## src/rtl/simt_reconv_pkg.sv

```systemverilog
package simt_reconv_pkg;
  // strobes from control to datapath, at most one set per cycle
  typedef struct packed {
    logic pushUni;
    logic pushDiv;
    logic pop;
    logic errDiverge;
    logic errOver;
    logic errUnder;
  } stackCtrl_t;
endpackage

```

## src/rtl/simt_reconv_ctrl.sv

```systemverilog
module simt_reconv_ctrl
  import simt_reconv_pkg::*;
#(
  parameter int THREADS = 8,
  parameter int DEPTH   = 16,
  parameter int CNT_W   = $clog2(DEPTH + 1)
) (
  input  logic               splitValid,
  input  logic               joinValid,
  input  logic [THREADS-1:0] curMask,
  input  logic [THREADS-1:0] predBits,
  input  logic [CNT_W-1:0]   used,
  output stackCtrl_t         ctrl,
  output logic [THREADS-1:0] takenMask
);
  localparam logic [CNT_W-1:0] DEPTH_C = CNT_W'(DEPTH);

  logic [CNT_W-1:0] freeSlots;
  logic             anyActive;
  logic             uniform;

  always_comb begin
    takenMask = curMask & predBits;
    anyActive = |curMask;
    uniform   = (takenMask == '0) || (takenMask == curMask);
    freeSlots = DEPTH_C - used;
    ctrl      = '0;
    if (splitValid) begin
      if (!anyActive)               ctrl.errDiverge = 1'b1;
      else if (uniform) begin
        if (freeSlots >= CNT_W'(1)) ctrl.pushUni    = 1'b1;
        else                        ctrl.errOver    = 1'b1;
      end else begin
        if (freeSlots >= CNT_W'(2)) ctrl.pushDiv    = 1'b1;
        else                        ctrl.errOver    = 1'b1;
      end
    end else if (joinValid) begin
      if (used == '0)               ctrl.errUnder   = 1'b1;
      else                          ctrl.pop        = 1'b1;
    end
  end
endmodule

```

## src/rtl/simt_reconv_dp.sv

```systemverilog
module simt_reconv_dp
  import simt_reconv_pkg::*;
#(
  parameter int THREADS = 8,
  parameter int DEPTH   = 16,
  parameter int PC_W    = 32,
  parameter int CNT_W   = $clog2(DEPTH + 1)
) (
  input  logic               clk,
  input  logic               rstN,
  input  stackCtrl_t         ctrl,
  input  logic [THREADS-1:0] curMask,
  input  logic [THREADS-1:0] takenMask,
  input  logic [PC_W-1:0]    curPc,
  output logic [CNT_W-1:0]   used,
  output logic [THREADS-1:0] nextMask,
  output logic               redirectValid,
  output logic [PC_W-1:0]    redirectPc,
  output logic               divergeErr,
  output logic               overflowErr,
  output logic               underflowErr
);
  localparam logic [CNT_W-1:0] DEPTH_C = CNT_W'(DEPTH);

  typedef struct packed {
    logic [THREADS-1:0] mask;
    logic [PC_W-1:0]    pc;
    logic               uni;
    logic               fall;
  } entry_t;

  entry_t slots [DEPTH];
  entry_t topEntry;

  always_comb begin
    topEntry = '0;
    for (int i = 0; i < DEPTH; i++)
      if (CNT_W'(i + 1) == used) topEntry = slots[i];
  end

  // slot storage: each slot compares its own index with the fill level
  always_ff @(posedge clk) begin
    if (!rstN) begin
      for (int i = 0; i < DEPTH; i++) slots[i] <= '0;
    end else begin
      for (int i = 0; i < DEPTH; i++) begin
        if (ctrl.pushUni && CNT_W'(i) == used)
          slots[i] <= '{mask: curMask, pc: curPc, uni: 1'b1, fall: 1'b0};
        if (ctrl.pushDiv && CNT_W'(i) == used)
          slots[i] <= '{mask: curMask, pc: curPc, uni: 1'b0, fall: 1'b1};
        if (ctrl.pushDiv && CNT_W'(i) == used + CNT_W'(1))
          slots[i] <= '{mask: takenMask, pc: curPc, uni: 1'b0, fall: 1'b0};
      end
    end
  end

  always_ff @(posedge clk) begin
    if (!rstN) begin
      used          <= '0;
      nextMask      <= '0;
      redirectValid <= 1'b0;
      redirectPc    <= '0;
      divergeErr    <= 1'b0;
      overflowErr   <= 1'b0;
      underflowErr  <= 1'b0;
    end else begin
      redirectValid <= 1'b0;
      divergeErr    <= ctrl.errDiverge;
      overflowErr   <= ctrl.errOver;
      underflowErr  <= ctrl.errUnder;
      if (ctrl.pushUni) begin
        used     <= used + CNT_W'(1);
        nextMask <= curMask;
      end else if (ctrl.pushDiv) begin
        used     <= used + CNT_W'(2);
        nextMask <= curMask & ~takenMask;
      end else if (ctrl.pop) begin
        used     <= used - CNT_W'(1);
        nextMask <= topEntry.mask;
        if (!topEntry.uni && !topEntry.fall) begin
          redirectValid <= 1'b1;
          redirectPc    <= topEntry.pc;
        end
      end
    end
  end

  AST_NO_OVERFLOW: assert property (@(posedge clk) disable iff (!rstN)
    used <= DEPTH_C);
  AST_REDIRECT_FROM_POP: assert property (@(posedge clk) disable iff (!rstN)
    redirectValid |-> $past(ctrl.pop));
  AST_DIV_MASK_SPLIT: assert property (@(posedge clk) disable iff (!rstN)
    $past(ctrl.pushDiv) |-> ((nextMask & $past(takenMask)) == '0) && (nextMask != '0));
  AST_ONE_OUTCOME: assert property (@(posedge clk) disable iff (!rstN)
    $onehot0({divergeErr, overflowErr, underflowErr, redirectValid}));
  AST_UNDERFLOW_HOLD: assert property (@(posedge clk) disable iff (!rstN)
    underflowErr |-> $stable(nextMask));
endmodule

```

## src/rtl/simt_reconv_stack.sv

```systemverilog
module simt_reconv_stack
  import simt_reconv_pkg::*;
#(
  parameter int THREADS = 8,
  parameter int DEPTH   = 16,
  parameter int PC_W    = 32
) (
  input  logic               clk,
  input  logic               rstN,
  input  logic               splitValid,
  input  logic               joinValid,
  input  logic [THREADS-1:0] curMask,
  input  logic [THREADS-1:0] predBits,
  input  logic [PC_W-1:0]    curPc,
  output logic [THREADS-1:0] nextMask,
  output logic               redirectValid,
  output logic [PC_W-1:0]    redirectPc,
  output logic               divergeErr,
  output logic               overflowErr,
  output logic               underflowErr
);
  localparam int CNT_W = $clog2(DEPTH + 1);

  stackCtrl_t         ctrl;
  logic [THREADS-1:0] takenMask;
  logic [CNT_W-1:0]   used;

  simt_reconv_ctrl #(.THREADS(THREADS), .DEPTH(DEPTH), .CNT_W(CNT_W)) uCtrl (
    .splitValid(splitValid), .joinValid(joinValid), .curMask(curMask),
    .predBits(predBits), .used(used), .ctrl(ctrl), .takenMask(takenMask)
  );

  simt_reconv_dp #(.THREADS(THREADS), .DEPTH(DEPTH), .PC_W(PC_W), .CNT_W(CNT_W)) uDp (
    .clk(clk), .rstN(rstN), .ctrl(ctrl), .curMask(curMask), .takenMask(takenMask),
    .curPc(curPc), .used(used), .nextMask(nextMask), .redirectValid(redirectValid),
    .redirectPc(redirectPc), .divergeErr(divergeErr), .overflowErr(overflowErr),
    .underflowErr(underflowErr)
  );
endmodule

```

## config.mk

```make
export PLATFORM = sky130hd
export DESIGN_NAME = simt_reconv_stack
export DESIGN_NICKNAME = d
export VERILOG_FILES = /design/src/rtl/simt_reconv_pkg.sv /design/src/rtl/simt_reconv_ctrl.sv /design/src/rtl/simt_reconv_dp.sv /design/src/rtl/simt_reconv_stack.sv
export SDC_FILE = /design/constraint.sdc
export NUM_CORES = 1
export LEC_CHECK = 0
export BUFFER_PORTS_ARGS = -buffer_cell sky130_fd_sc_hd__buf_2
export CAP_MARGIN = 5
export CORE_MARGIN = 3
export CORE_UTILIZATION = 40
export CTS_CLUSTER_DIAMETER = 150
export DETAILED_ROUTE_END_ITERATION = 6
export GPL_ROUTABILITY_DRIVEN = 0
export HOLD_SLACK_MARGIN = 0.03
export PLACE_DENSITY = 0.67
export SLEW_MARGIN = 20
export SYNTH_ARGS = -nofsm -noshare
export SYNTH_HDL_FRONTEND = slang
export SYNTH_SLANG_ARGS = --single-unit
```

## constraint.sdc

```tcl
create_clock -name clk -period 6.1 [get_ports clk]
set_input_delay 0.915 -clock clk [delete_from_list [all_inputs] [get_ports clk]]
set_output_delay 0.915 -clock clk [all_outputs]
set_load 0.02 [all_outputs]
```

==> run metrics, run 1 <==
multi-input logic area=11200 µm²; CTS Buffer Depth=3; PortBufs=95; Slew @ Worst Pin=1.10 ns; Wirelength per Cell=26.3 µm; final period utilization=75.2%; Tightest Hold Check Type=reg -> reg; EDFF count, synth=672; async set or reset register ratio after synthesis=0%; Via density=6.19; fin nets=2830; vias in the first global route=23500; Post-Syn Area=33300 µm²; Peak Freq=0.218 GHz; # hold bufs at CTS=0; PostCTS Resize Cnt=0; Slowest cell on crit path=dfxtp_2; Tot GR Track Use=23.3%; worst setup margin=1.51 ns; post-layout util=45.3%; crit path kind=reg -> reg; worst rel slew slack=26.8%; Post-CTS Setup Bufs=0; sequential area share after synthesis=63.6%; Die Height=294 µm; H-Tree Depth=3; DP HPWL=66900 µm; pre-CTS setup slack=1.22 ns; post-synthesis cell type count=78; fin. max-slew vios=0; Critical Path AT=4.82 ns; Final Critical Period=4.59 ns; Crit path max-delay family=simple AND/OR/NAND/NOR gates; crit start category=flip-flop; Pleak=13.6 nW; CP Data Required Time=6.33 ns; Cell Pwr Density=433 nW/µm²; post-synth top area share=60.7%; via count=24100; largest stage delay on the critical path=0.69 ns; Synth area leaders=edfxtp_1 (61%), and2_1 (4.9%), dfxtp_1 (3.0%); core area=82200 µm²; final wirelength=103000 µm; status=completed; initial cell density of the core=40.4%; Clk pin slew, worst setup/hold paths=0.06 ns; Max FO, Critical Path=42; worst-case vdd ir drop=289 µV; Die Width=294 µm; clock latency on the worst-skew pair=0.62 ns; Fillers=7350; Synth Register Bits=721; total congestion overflow=0; CP bufs+invs=3; io pins=96; Hold Vio Cnt, Final=0; Iteration-0 DRC Markers=3061; final number of setup-violating endpoints=0; TritonRoute pass-1 iters=7; Post-route DRC=0; syn nets=2850; RSZ-0062 raised after global routing=false; die area=86600 µm²; Syn-to-layout area delta=12.1%; critical path, cell by cell=inv_1 -> ha_1 -> nor2b_1 -> xnor2_1 -> nor3_2 -> nor3_2 -> buf_4 -> nand4_1 -> o211ai_1 -> buf_4; CTS sink cnt=721; Post-Synthesis Cells=2787; Avg Synthesized Cell Area=11.9 µm²; first-pass GRT wire length=152000 µm; Antenna Nets Post-Route=0; cell taking the most area after synthesis=edfxtp_1; Top FF cell, synth=edfxtp_1; total CTS buffers=76; share of post-route cells with drive strength above 1=11.9%; Placed Cells=3758; Root Buffer=clkbuf_16; initial antenna violation count=5; maxcap violations=0; Critical Path End Type=flip-flop; # rows=105; Setup TNS Final=0 ns; Clock Skew=0.0237 ns; CTS tree=done; Sequential cell area=21200 µm²; pin count of the biggest net entering global routing=72; Non-Filler Instances=3898; warnings from Yosys=0
## worst paths after layout
path / from / to / slack [ns] / depth (start not counted)
setup / recovery: uDp.used[2] / uDp.slots[0][502] / 1.51 / 10
hold / removal: uDp.redirectPc[29] / uDp.redirectPc[29] / 0.46 / 2
setup reg to reg: uDp.used[2] / uDp.slots[0][502] / 1.51 / 10
hold reg to reg: uDp.redirectPc[29] / uDp.redirectPc[29] / 0.46 / 2
## metal layers
metal | wire (µm) | global-route usage (%) | vias to the layer above | share of wire [%]
met4 | 6380 | 12.9 | 4 | 6.2
met2 | 50500 | 39.6 | 1446 | 49
met5 | 27 | 0 | - | 0.026
li1 | - | - | 10500 | -
met1 | 36900 | 28.5 | 11900 | 36
met3 | 8850 | 3.65 | 352 | 8.6
## worst register-to-register path, stage by stage (launching register included)
cell      delay, ns
dfxtp_2        0.69
inv_1          0.30
ha_1           0.30
nor2b_1        0.17
xnor2_1        0.22
nor3_2         0.16
nor3_2         0.63
buf_4          0.31
nand4_1        0.49
o211ai_1       0.31
buf_4          0.59
## final cells by class
cell class / count / share of cell area, %
sequential: 721 / 56.8
multi-input combinational: 1772 / 29.9
clock buffer: 91 / 5.37
tap: 1070 / 3.59
timing repair buffer: 175 / 2.98
clock inverter: 46 / 1.11
inverter: 21 / 0.212
antenna: 2 / 0.0134
## stage by stage
stage	area (µm²)	total power, W	hold slack, ns
6_report	37300	0.0161	0.459
2_1_floorplan	33300	0.00950	0.493
5_1_grt	37300	0.0167	0.485
4_1_cts	37200	0.0161	0.465
3_3_place_gp	34800	0.0115	0.452
3_5_place_dp	34800	0.0116	0.454
## power breakdown
part / internal (W) / total [W] / switching [W]
Clock: 0.00260 / 0.00454 / 0.00194
Sequential: 0.00621 / 0.00646 / 0.000253
Combinational: 0.00157 / 0.00514 / 0.00358
Total: 0.0104 / 0.0161 / 0.00577
## cell usage in the layout (no fill, tap or decap), types with 17 or more instances in the layout
cell and instances:
edfxtp_1 672, and2_1 263, nor2_1 215, nand2_1 179
o21ai_0 140, nor2b_1 114, a21oi_1 102, buf_2 94
clkbuf_16 78, buf_4 78, nand3_1 72, o22ai_1 58
a221oi_1 53, o211a_1 48, dfxtp_1 47, o211ai_1 40
mux2i_1 35, a31oi_1 26, a22oi_1 24, or3_1 23
nand4_1 22, clkinv_1 21, inv_1 19, a211o_1 19
nor3_1 18, nand2b_1 17
## Yosys cell counts (5+ instances only)
cell       count
a32oi_1       14
nand2_1      182
nand3_1       72
buf_1         24
o2111ai_1      5
and3_1        16
and2_1       263
a2111oi_0     17
inv_1         19
a22oi_1       24
nand4_1       22
o211ai_1      40
clkbuf_1     215
o22ai_1       58
buf_2         34
ha_1          11
nand3b_1       6
or3_1         23
nor2_1       216
a222oi_1      14
a211o_1       19
a221oi_1      53
mux2i_1       35
nor4bb_1       8
nor3_1        20
a21oi_1      102
o21a_1        16
nand2b_1      17
a221o_1        8
nand4bb_1      7
o211a_1       48
a31oi_1       26
a21o_1        13
o221ai_1      12
dfxtp_1       49
o311ai_0      16
o31ai_1       14
o21ai_0      140
edfxtp_1     672
nor4_1        14
or2_2         10
a21boi_1       7
nor2b_1      114
a211oi_1      15
a2bb2oi_1      7
## state kept, by name (all words and copies together), names as in the netlist
signal	cells
uDp.redirectValid	1
uDp.divergeErr	1
uDp.redirectPc	32
uDp.underflowErr	1
uDp.slots	672
uDp.overflowErr	1
uDp.used	5
uDp.nextMask	8
## kinds of logic after synthesis
| logic type | synth area share [%] |
|---|---|
| multiplexers | 1.10 |
| buffers and inverters | 3.45 |
| flip-flops | 63.6 |
| AO/OA/AOI/OAI | 15.0 |
| AND/OR/NAND/NOR | 16.3 |
| adder cells (fa/ha/maj) | 0.414 |
| XOR/XNOR | 0.132 |
Power figures use the tool's default switching activity.
==> inputs of run 2 (changes only) <==
- clock period: 6.1 -> 4.4 ns (I/O delays scaled with it)
==> run metrics, run 2 (synthesis gave the netlist of run 1 again) <==
status=complete, but fails checks; failing checks=DRC; PostCTS Resize Cnt=0; Cell Pwr Density=597 nW/µm²; Final Critical Period=3.85 ns; CP Data Required Time=4.92 ns; worst-case vdd ir drop=391 µV; r2r startpoint=uDp.used[0]; Tot GR Track Use=24.6%; worst rel slew slack=32.2%; Wirelength per Cell=27.2 µm; most frequent cells in the layout=edfxtp_1 (672), and2_1 (262), nor2_1 (216); via count=24700; # hold bufs at CTS=0; Die Height=294 µm; Post-route DRC=1; TritonRoute pass-1 iters=7; Iteration-0 DRC Markers=3123; Fillers=7266; hold depth=3; final wirelength=108000 µm; Slew @ Worst Pin=0.991 ns; final number of setup-violating endpoints=0; Tightest Hold Check Type=in -> reg; io pins=96; Largest register FFs=672; multi-input logic area=11200 µm²; Hold Vio Cnt, Final=0; die area=86600 µm²; Pleak=14.0 nW; crit path kind=reg -> reg; H-Tree Depth=3; total congestion overflow=0; initial antenna violation count=2; core area=82200 µm²; pin count of the biggest net entering global routing=72; Via density=6.23; Critical Path AT=4.37 ns; Root Buffer=clkbuf_16; share of post-route cells with drive strength above 1=14.3%; CTS sink cnt=721; Antenna Nets Post-Route=0; ANT cells=0; largest register by flop count=uDp.slots; Top Registers=uDp.slots (672), uDp.redirectPc (32), uDp.nextMask (8); Die Width=294 µm; PortBufs=95; first-pass GRT wire length=160000 µm; Critical Path End Type=flip-flop; Max FO, Critical Path=61; # rows=105; most common cell after layout, fill and taps aside=edfxtp_1; final period utilization=87.5%; Peak Freq=0.260 GHz; Clk pin slew, worst setup/hold paths=0.07 ns; initial cell density of the core=40.4%; vias in the first global route=24500; CTS Buffer Depth=3; maxcap violations=0; crit start category=flip-flop; CTS tree=done; Setup crit start=uDp.used[0]; worst r2r path cells=11; total CTS buffers=77; RSZ-0062 raised after global routing=false; fin nets=2900; Post-CTS Setup Bufs=0; Sequential cell area=21200 µm²; Syn-to-layout area delta=14.2%; clock latency on the worst-skew pair=0.64 ns; Clock Skew=0.0385 ns; hold_sp=splitValid; post-layout util=46.2%; DP HPWL=70700 µm; fin. max-slew vios=0; total power=0.0227 W
==> run 2: power by group <==
part           switching (W)  leakage (nW)  internal, W
Clock                0.00268          1.18      0.00356
Sequential          0.000401          7.32      0.00861
Combinational        0.00497          5.51      0.00245
==> run 2: final timing paths <==
path	end	slack, ns
worst max-delay path	uDp.redirectPc[24]	0.55
worst min-delay path	uDp.divergeErr	0.29
worst max register to register	uDp.redirectPc[24]	0.55
worst min register to register	uDp.redirectPc[12]	0.46
==> run 2: worst max-delay path: stages, from the launching register on <==
cell and delay, ns:
dfxtp_4 0.38, inv_4 0.09, ha_4 0.34, and2_4 0.23
ha_2 0.25, buf_4 0.61, o21ai_0 0.25, nand3_1 0.28
a31oi_1 0.15, a21oi_4 0.22, buf_4 0.56, mux2i_1 0.28
==> run 2: layer usage <==
metal / up-vias / GRT usage, % / routed length [µm]
li1: 10600 / - / -
met1: 12200 / 29.9 / 39200
met2: 1507 / 41.3 / 52700
met3: 355 / 3.87 / 8650
met4: 4 / 14.7 / 7380
met5: - / 0 / 27
==> run 2: final cells by class <==
type / count / share of cell area [%]
Sequential cell: 721 / 55.8
Tap cell: 1070 / 3.53
Clock buffer: 103 / 5.58
Timing Repair Buffer: 244 / 4.78
Multi-Input combinational cell: 1772 / 29.4
Inverter: 21 / 0.221
Clock inverter: 38 / 0.718
==> run 2: stage by stage <==
step           area [µm²]  setup slack (ns)  hold slack, ns  TNS, ns  instances
3_3_place_gp        35600             0.753           0.454        0       3827
5_1_grt             38000             0.470           0.306        0       3969
3_5_place_dp        35600             0.659           0.455        0       3827
6_report            38000             0.551           0.288        0       3969
4_1_cts             38000             0.595           0.272        0       3968
2_1_floorplan       33400            -0.230           0.489   -54.91       2787
